$ cat src/rtl/yc422_pixel_port.sv
module yc422_pixel_port #(
  parameter int BYTE_W = 8,
  parameter int FMT_W = 4,
  parameter int SEL_W = 3,
  parameter logic [3:0] FMT_NARROW = 4'b0011,
  parameter logic [3:0] FMT_WIDE = 4'b0010,
  parameter logic [2:0] SEL_HALF = 3'b101
) (
  input  logic                  clk,
  input  logic                  rst_n,
  input  logic [BYTE_W-1:0]     cb_in,
  input  logic [BYTE_W-1:0]     y0_in,
  input  logic [BYTE_W-1:0]     cr_in,
  input  logic [BYTE_W-1:0]     y1_in,
  input  logic [FMT_W-1:0]      fmt_sel,
  input  logic                  swap_cbcr,
  input  logic                  clk_pol,
  input  logic [SEL_W-1:0]      clk_pad_sel,
  output logic                  pair_load,
  output logic [2*BYTE_W-1:0]   pix_bus,
  output logic [1:0]            pix_oe,
  output logic                  pix_clk
);

  localparam int PH_W = 3;
  localparam logic [PH_W-1:0] PH_LAST = '1;

  logic [PH_W-1:0]   ph;
  logic              primed;
  logic [BYTE_W-1:0] cb_q, y0_q, cr_q, y1_q;
  logic [FMT_W-1:0]  fmt_q;
  logic              swap_q, pol_q;
  logic [SEL_W-1:0]  sel_q;
  logic              full_q, half_q;

  assign pair_load = (ph == PH_LAST);

  always_ff @(posedge clk or negedge rst_n) begin
    if (!rst_n) begin
      ph     <= PH_LAST;
      primed <= 1'b0;
      cb_q   <= '0;
      y0_q   <= '0;
      cr_q   <= '0;
      y1_q   <= '0;
      fmt_q  <= FMT_W'(FMT_NARROW);
      swap_q <= 1'b0;
      pol_q  <= 1'b0;
      sel_q  <= '0;
    end else begin
      ph <= ph + 1'b1;
      if (pair_load) begin
        primed <= 1'b1;
        cb_q   <= cb_in;
        y0_q   <= y0_in;
        cr_q   <= cr_in;
        y1_q   <= y1_in;
        fmt_q  <= fmt_sel;
        swap_q <= swap_cbcr;
        pol_q  <= clk_pol;
        sel_q  <= clk_pad_sel;
      end
    end
  end

  // full-rate clock flop and toggle divider for the half-rate clock
  always_ff @(posedge clk or negedge rst_n) begin
    if (!rst_n) begin
      full_q <= 1'b0;
      half_q <= 1'b0;
    end else begin
      full_q <= ~full_q;
      if (!full_q) half_q <= ~half_q;
    end
  end

  assign pix_clk = pol_q ^ ((sel_q == SEL_W'(SEL_HALF)) ? half_q : full_q);

  logic [BYTE_W-1:0] c_first, c_second, narrow_byte;
  assign c_first  = swap_q ? cr_q : cb_q;
  assign c_second = swap_q ? cb_q : cr_q;

  always_comb begin
    case (ph[2:1])
      2'd0:    narrow_byte = c_first;
      2'd1:    narrow_byte = y0_q;
      2'd2:    narrow_byte = c_second;
      default: narrow_byte = y1_q;
    endcase
  end

  always_comb begin
    pix_bus = '0;
    pix_oe  = 2'b00;
    if (primed) begin
      if (fmt_q == FMT_W'(FMT_NARROW)) begin
        pix_bus[BYTE_W-1:0] = narrow_byte;
        pix_oe = 2'b01;
      end else if (fmt_q == FMT_W'(FMT_WIDE)) begin
        pix_bus = ph[2] ? {y1_q, c_second} : {y0_q, c_first};
        pix_oe = 2'b11;
      end
    end
  end

endmodule

$ cat config.mk
export PLATFORM = sky130hd
export DESIGN_NAME = yc422_pixel_port
export DESIGN_NICKNAME = d
export VERILOG_FILES = /design/src/rtl/yc422_pixel_port.sv
export SDC_FILE = /design/constraint.sdc
export NUM_CORES = 1
export LEC_CHECK = 0
export BUFFER_PORTS_ARGS = -buffer_cell sky130_fd_sc_hd__buf_2
export CAP_MARGIN = 0
export CELL_PAD_IN_SITES_DETAIL_PLACEMENT = 1
export CELL_PAD_IN_SITES_GLOBAL_PLACEMENT = 2
export CORE_MARGIN = 4
export CORE_UTILIZATION = 30
export CTS_CLUSTER_SIZE = 16
export DETAILED_ROUTE_END_ITERATION = 16
export PLACE_DENSITY_LB_ADDON = 0.08
export RECOVER_POWER = 50
export SYNTH_ARGS = -nofsm -noshare
export SYNTH_HDL_FRONTEND = slang
export SYNTH_SLANG_ARGS = --single-unit
$ cat constraint.sdc
create_clock -name clk -period 1.8 [get_ports clk]
set_input_delay 0.36 -clock clk [delete_from_list [all_inputs] [get_ports clk]]
set_output_delay 0.36 -clock clk [all_outputs]
set_load 0.01 [all_outputs]
==> qor.csv, run 1 <==
metric,value,unit
Crit path arrival time,1770,ps
CP max stage delay,580,ps
Critical Path End Type,primary output,
starting density of the core,31.1,%
pre-CTS WS,-42.4,ps
Ys Warns,0,
TritonRoute pass-1 iters,3,
largest fanout on the critical path,7,
"delay-heaviest family, CP",flip-flops,
fin area,2980,sq um
via count,1556,
CTS tree,done,
global placement routability congestion,0.720,
worst setup path start,ph[2]$_DFF_PN1_,
Clock Skews,7.24,ps
reg-to-reg critical path startpoint,ph[2]$_DFF_PN1_,
total grt overflow,0,
R2R depth,6,
share of layout cells above drive strength 1,66.9,%
max-slew violations,0,
crit-path cells,buf_6 > xor2_4 > buf_6 > nand2_2 > a31oi_1 > buf_2,
pin count of the biggest net entering global routing,28,
Worst Path Buf+Inv,3,
LEAKAGE,1.32,nW
post-synthesis net count,207,
total power,1.97,mW
Die Wd,92.3,microns
PnR worst setup slack,-328,ps
P per Cell Area,663,nW/um^2
Post-Route WL,5.48,mm
Min Hold Slack,284,ps
drt drc,0,
Crit path required time,1440,ps
VDD IR max,0.277,mV
Synth Instances,162,
port bufs,62,
initial antenna violation count,0,
part of the cycle the worst path needs,118,%
syn_area_per_cell,13.2,sq um
clock root cell,clkbuf_8,
failing checks,setup timing,
FP Rows,30,
Slowest cell on crit path,dfstp_2,
Yosys reg bits,47,
drt wl/cell,16.1,microns
Slew @ Worst Pin,1230,ps
number of global-route vias before repair,1672,
CTS Buffer Depth,2,
Detailed Route Iter0 Violations,17,
Die Y,92.3,microns
Fin. Hold Viols,0,
hold path cells,2,
"antenna viol nets, final",0,
post-route minimum period,2130,ps
unrepaired setup endpoints after global routing,true,
Area growth syn-to-layout,39.5,%
Antenna Cells,0,
first-pass GRT wire length,8.67,mm
CP most frequent cell,buf_6,
hold crit path type,in -> reg,
final setup fails,18,
Worst-Skew Late Latency,300,ps
I/O pin count,63,
Netlist cell types,22,
clk slew on worst S/H paths,90,ps
Final Net Count,289,
Setup crit start kind,flip-flop,
die area,8520,sq um
placed cell area,2660,sq um
# H-tree levels,2,
fmax,0.470,GHz
clk sink count,47,
final HPWL from detailed placement,4.05,mm
vias per std cell,4.56,
Slew Limit Headroom,18.2,%
CTS Buf Count,5,
outcome,finished with violations,
max_cap viols,0,
total track usage,13.1,%
core area,6870,sq um
"Seq/Total Area, Yosys",55.4,%
Setup Crit Path Kind,reg -> out,
Crit. path cell count,6,
hold_sp,cr_in[5],
Mapped Area,2130,sq um
[registers in the layout, indices dropped and copies added (netlist names)]
name / count
cb_q: 8
cr_q: 8
fmt_q: 4
full_q: 1
half_q: 1
ph: 3
pol_q: 1
primed: 1
sel_q: 3
swap_q: 1
y0_q: 8
y1_q: 8
[per-layer routing]
layer | vias to the layer above | track usage, % | part of all wire [%]
met5 | - | 0 | 0
met4 | 0 | 4.58 | 1.4
met3 | 6 | 3.66 | 4.6
met2 | 40 | 20.8 | 51
met1 | 784 | 17.0 | 43
li1 | 726 | - | -
[worst paths after layout]
check	end	slack, ps
max in group asynchronous	fmt_q[2]$_DFFE_PN0P_	270
worst max register to register	fmt_q[3]$_DFFE_PN0P_	50
worst max-delay path	pix_bus[2]	-330
min in group asynchronous	y0_q[7]$_DFFE_PN0P_	290
worst min register to register	half_q$_DFFE_PN0N_	460
worst min-delay path	cr_q[5]$_DFFE_PN0P_	280
[logic make-up (layout without fill, tap and decap cells)]
| family | after synthesis | in the layout | share of synthesized area (%) |
|---|---|---|---|
| xor+xnor | 4 | 4 | 2.35 |
| simple gates | 29 | 30 | 5.98 |
| mux | 50 | 50 | 25.9 |
| compound gates | 16 | 16 | 5.63 |
| buf+inv | 14 | 96 | 3.58 |
| flops | 47 | 47 | 55.4 |
| fa+ha+maj | 2 | 2 | 1.17 |
[worst register-to-register path, delay by kind of cell (launching register included)]
family,cells,cell delay (ps)
adders and majority gates,1,140
buffers and inverters,4,550
DFF,1,580
muxes,1,370
[layout by cell type, fill, tap and decap left out, types with 2 or more instances in the layout]
cell type	synthesis	final
dfrtp_1	42	42
buf_4	1	11
nor2_1	7	4
dfstp_2	5	4
clkbuf_8	0	5
a31o_4	0	2
a31oi_1	8	7
a31o_2	8	6
buf_12	0	3
nand2_2	0	5
mux2_2	41	41
mux2i_1	9	6
buf_6	2	11
clkbuf_1	3	3
nor2_2	1	3
nand2_1	17	12
mux2i_2	0	2
buf_2	4	58
inv_1	4	3
xnor2_1	2	2
ha_4	0	2
or2_4	0	2
[area by class of cell]
class / instances / area [sq um]
clock inverters: 1 / 5.00
flip-flops and latches: 47 / 1180
clock buffers: 7 / 76.3
well taps: 96 / 120
repair buffers: 84 / 561
multi-input cells: 102 / 1020
fillers: 741 / 3890
inverters: 4 / 15.0
[cells in the mapped netlist]
cell | count | area share [%]
a31o_2 | 8 | 3.3
a31oi_1 | 8 | 2.3
buf_2 | 4 | 0.94
buf_4 | 1 | 0.35
buf_6 | 2 | 1.1
clkbuf_1 | 3 | 0.53
dfrtp_1 | 42 | 49
dfstp_2 | 5 | 6.2
ha_1 | 2 | 1.2
inv_1 | 4 | 0.70
mux2_2 | 41 | 22
mux2i_1 | 9 | 4.2
nand2_1 | 17 | 3.0
nand3b_1 | 1 | 0.35
nand4bb_1 | 1 | 0.53
nor2_1 | 7 | 1.2
nor2_2 | 1 | 0.29
or2_1 | 1 | 0.29
or2_2 | 1 | 0.29
xnor2_1 | 2 | 0.82
xnor2_2 | 1 | 0.76
xor2_2 | 1 | 0.76
[power breakdown]
part	switching, mW	total [mW]	leakage (nW)	internal [mW]
sequential	0.0331	1.14	0.532	1.10
clock	0.352	0.625	0.0422	0.273
combinational	0.0932	0.211	0.746	0.118
[stage by stage]
stage,util [%],cells,setup TNS (ps)
floorplan,-,162,0
global placement,38.7,324,-399
detailed placement,38.7,324,-111
CTS,41.3,333,-4000
global route,43.3,341,-6880
finish,43.3,341,-3980
[what timing repair did]
action / 4_1_cts / 5_1_grt
gates resized for setup: 18 / 18
setup buffers: 3 / 7
gates cloned: 0 / 1
hold buffers: 0 / 0
pin swaps: 8 / 7
setup endpoints to repair: 18 / 19
(Power assumes the default switching activity.)
==> inputs of run 2 (changes only) <==
--- a/config.mk
+++ b/config.mk
@@ -5,14 +5,16 @@
 export SDC_FILE = /design/constraint.sdc
 export NUM_CORES = 1
 export LEC_CHECK = 0
+export ABC_AREA = 1
 export BUFFER_PORTS_ARGS = -buffer_cell sky130_fd_sc_hd__buf_2
 export CAP_MARGIN = 0
 export CELL_PAD_IN_SITES_DETAIL_PLACEMENT = 1
 export CELL_PAD_IN_SITES_GLOBAL_PLACEMENT = 2
 export CORE_MARGIN = 4
-export CORE_UTILIZATION = 30
+export CORE_UTILIZATION = 26
 export CTS_CLUSTER_SIZE = 16
 export DETAILED_ROUTE_END_ITERATION = 16
+export MAX_ROUTING_LAYER = met4
 export PLACE_DENSITY_LB_ADDON = 0.08
 export RECOVER_POWER = 50
 export SYNTH_ARGS = -nofsm -noshare
==> qor.csv, run 2 <==
metric,value,unit,change
LEAKAGE,1.74,nW,+32%
fill count,1194,,+61%
reg-to-reg critical path startpoint,ph[2]$_DFF_PN1_,,
final setup fails,17,,-1
most frequent cells after synthesis,"144 x nand2_1, 42 x dfrtp_1, 38 x o21ai_0",,
Slowest cell on crit path,dfstp_2,,
CTS Buf Count,5,,unchanged
outcome,finished with violations,,
first-pass GRT wire length,12.9,mm,+49%
vias per std cell,4.45,,-2.5%
post-synthesis net count,398,,+92%
max_cap viols,0,,unchanged
"antenna viol nets, final",0,,unchanged
leading area contributor after synthesis,dfrtp_1,,
I/O pin count,63,,unchanged
Die Y,106,microns,+15%
P per Cell Area,587,nW/um^2,-11%
port bufs,62,,unchanged
Area growth syn-to-layout,39.9,%,
most frequent cell after synthesis,nand2_1,,
"EDFF count, synth",0,,unchanged
hold crit path type,in -> reg,,
FP Rows,35,,+17%
Critical Path End Type,primary output,,
largest cells by area after synthesis,"dfrtp_1 42%, nand2_1 22%, o21ai_0 7.6%, nand3_1 6.6%, dfstp_2 5.3%",,
"most common cell after layout, fill and taps aside",nand2_1,,
hold path cells,3,,+1
crit-path cells,nand3_4 > nor3_4 > buf_12 > inv_12 > nor2_1 > buf_2,,
reg-to-reg setup timing slack,160,ps,+110 ps
ys flop type,dfrtp_1,,
total power,2.05,mW,+3.8%
unrepaired setup endpoints after global routing,true,,
"Seq/Total Area, Yosys",47.4,%,-8.0 points
Antenna Cells,0,,unchanged
Final Util,37.5,%,-5.8 points
pin count of the biggest net entering global routing,48,,+71%
Yosys reg bits,47,,unchanged
"delay-heaviest family, CP",flip-flops,,
FF/Latch Area,1180,sq um,unchanged
part of the cycle the worst path needs,110,%,-8.6 points
Hold EP,y0_q[1]$_DFFE_PN0P_,,
VDD IR max,0.244,mV,-12%
largest fanout on the critical path,8,,+1
Die Wd,106,microns,+15%
via count,2473,,+59%
Worst Path Buf+Inv,3,,unchanged
initial antenna violation count,0,,unchanged
Netlist cell types,19,,-14%
CTS tree,done,,
total grt overflow,0,,unchanged
drt wl/cell,14.0,microns,-13%
Synth Instances,353,,+120%
placed cell area,3030,sq um,+14%
multi-input logic area,1280,sq um,+26%
syn_area_per_cell,7.06,sq um,-46%
Worst-Skew Late Latency,300,ps,about the same
CTS Buffer Depth,2,,unchanged
fin area,3490,sq um,+17%
fmax,0.506,GHz,+7.8%
R2R Path End,y1_q[1]$_DFFE_PN0P_,,
Ys Warns,0,,unchanged
clk sink count,47,,unchanged
total track usage,14.8,%,+1.7 points
worst setup path start,fmt_q[1]$_DFFE_PN1P_,,
Crit path arrival time,1610,ps,-160 ps
number of global-route vias before repair,2609,,+56%
Synth top area share,42.2,%,-7.1 points
hold_sp,y0_in[1],,
Detailed Route Iter0 Violations,83,,+66
Slew @ Worst Pin,1190,ps,-38.8 ps
global placement routability congestion,0.724,,+0.61%
Synth async-reset ratio,100,%,unchanged
Setup Crit Path Kind,reg -> out,,
Clock Skews,10.9,ps,+3.70 ps
Slew Limit Headroom,20.8,%,+2.6 points
final HPWL from detailed placement,5.55,mm,+37%
Setup crit start kind,flip-flop,,
Fin. Hold Viols,0,,unchanged
# H-tree levels,2,,unchanged
die area,11200,sq um,+32%
failing checks,setup timing,,
Mapped Area,2490,sq um,+17%
Post-CTS Hold Buffers,0,,unchanged
CP max stage delay,560,ps,-20 ps
max-slew violations,0,,unchanged
clock root cell,clkbuf_8,,
TritonRoute pass-1 iters,4,,+1
share of layout cells above drive strength 1,31.9,%,-35 points
clk slew on worst S/H paths,100,ps,about the same
post-route minimum period,1970,ps,-154 ps
Post-Route WL,7.77,mm,+42%
R2R depth,6,,unchanged
starting density of the core,26.8,%,-4.2 points
Crit path required time,1440,ps,about the same
drt drc,0,,unchanged
PnR worst setup slack,-174,ps,+154 ps
core area,9280,sq um,+35%
Final Net Count,471,,+63%
most frequent cells in the layout,"139 x nand2_1, 53 x buf_2, 42 x dfrtp_1, 34 x o21ai_0, 31 x inv_1",,
## run 2: cell types whose count changed after synthesis, sizes merged, moves of 10 or more
cell / before / now
mux2: 41 / 0
nand2: 17 / 145
inv: 4 / 35
nand3: 0 / 33
o21ai: 0 / 53
nor2: 8 / 18
## run 2: logic make-up after synthesis
logic type                 share of synthesized area, %
and+or+nand+nor                                    32.3
AOI/OAI and AO/OA                                  10.9
buffers and inverters                              7.98
DFF                                                47.4
adders and majority gates                          1.00
xor gates and xnor gates                          0.351
## run 2: through the flow
stage	hold WS [ps]	TNS [ps]	setup WS, ps	cells
after floorplan	64.4	0	175	353
after global placement	371	0	97.0	539
after detailed placement	391	0	112	539
after CTS	48.3	-2960	-222	559
after global routing	241	-4270	-270	556
final	248	-2530	-174	556
## run 2: worst max-delay path by stage
| stage | to | slack (ps) | depth (start not counted) |
|---|---|---|---|
| final | pix_bus[10] | -170 | 6 |
| after global routing | pix_bus[12] | -270 | 6 |
| after CTS | pix_bus[3] | -220 | 7 |
| after detailed placement | pix_bus[15] | 110 | 6 |
| after global placement | pix_bus[15] | 100 | 6 |
| after floorplan | pix_bus[10] | 180 | 4 |
## run 2: final cells by class
cell class / count / area share [%]
clock buffers: 6 / 2.08
multi-input cells: 255 / 36.8
flip-flops and latches: 47 / 33.9
repair buffers: 82 / 17.9
inverters: 35 / 4.20
clock inverters: 2 / 0.467
well taps: 129 / 4.63
## run 2: tightest hold or removal path, stage by stage
cell	delay [ps]
buf_2	70
nand2_1	40
nand2_1	50
## run 2: power by group
part / switching, mW / internal [mW] / total (mW)
Clock: 0.382 / 0.280 / 0.662
Combinational: 0.150 / 0.104 / 0.254
Sequential: 0.0280 / 1.10 / 1.13
Total: 0.560 / 1.49 / 2.05
## run 2: per-layer routing
metal  vias up  track usage [%]  share of wire, %  wire [microns]
met5         -                -                 0               0
met4         0             3.05              0.53              41
met3         4             2.55               2.8             216
met2        37             24.8                50            3900
met1      1176             18.9                47            3620
li1       1256                -                 -               -
## run 2: repair_timing
item,CTS,global route
pin swaps,1,9
endpoints found under the setup margin,18,18
gates resized for setup,30,41
cloned,3,0
buffers inserted,9,0
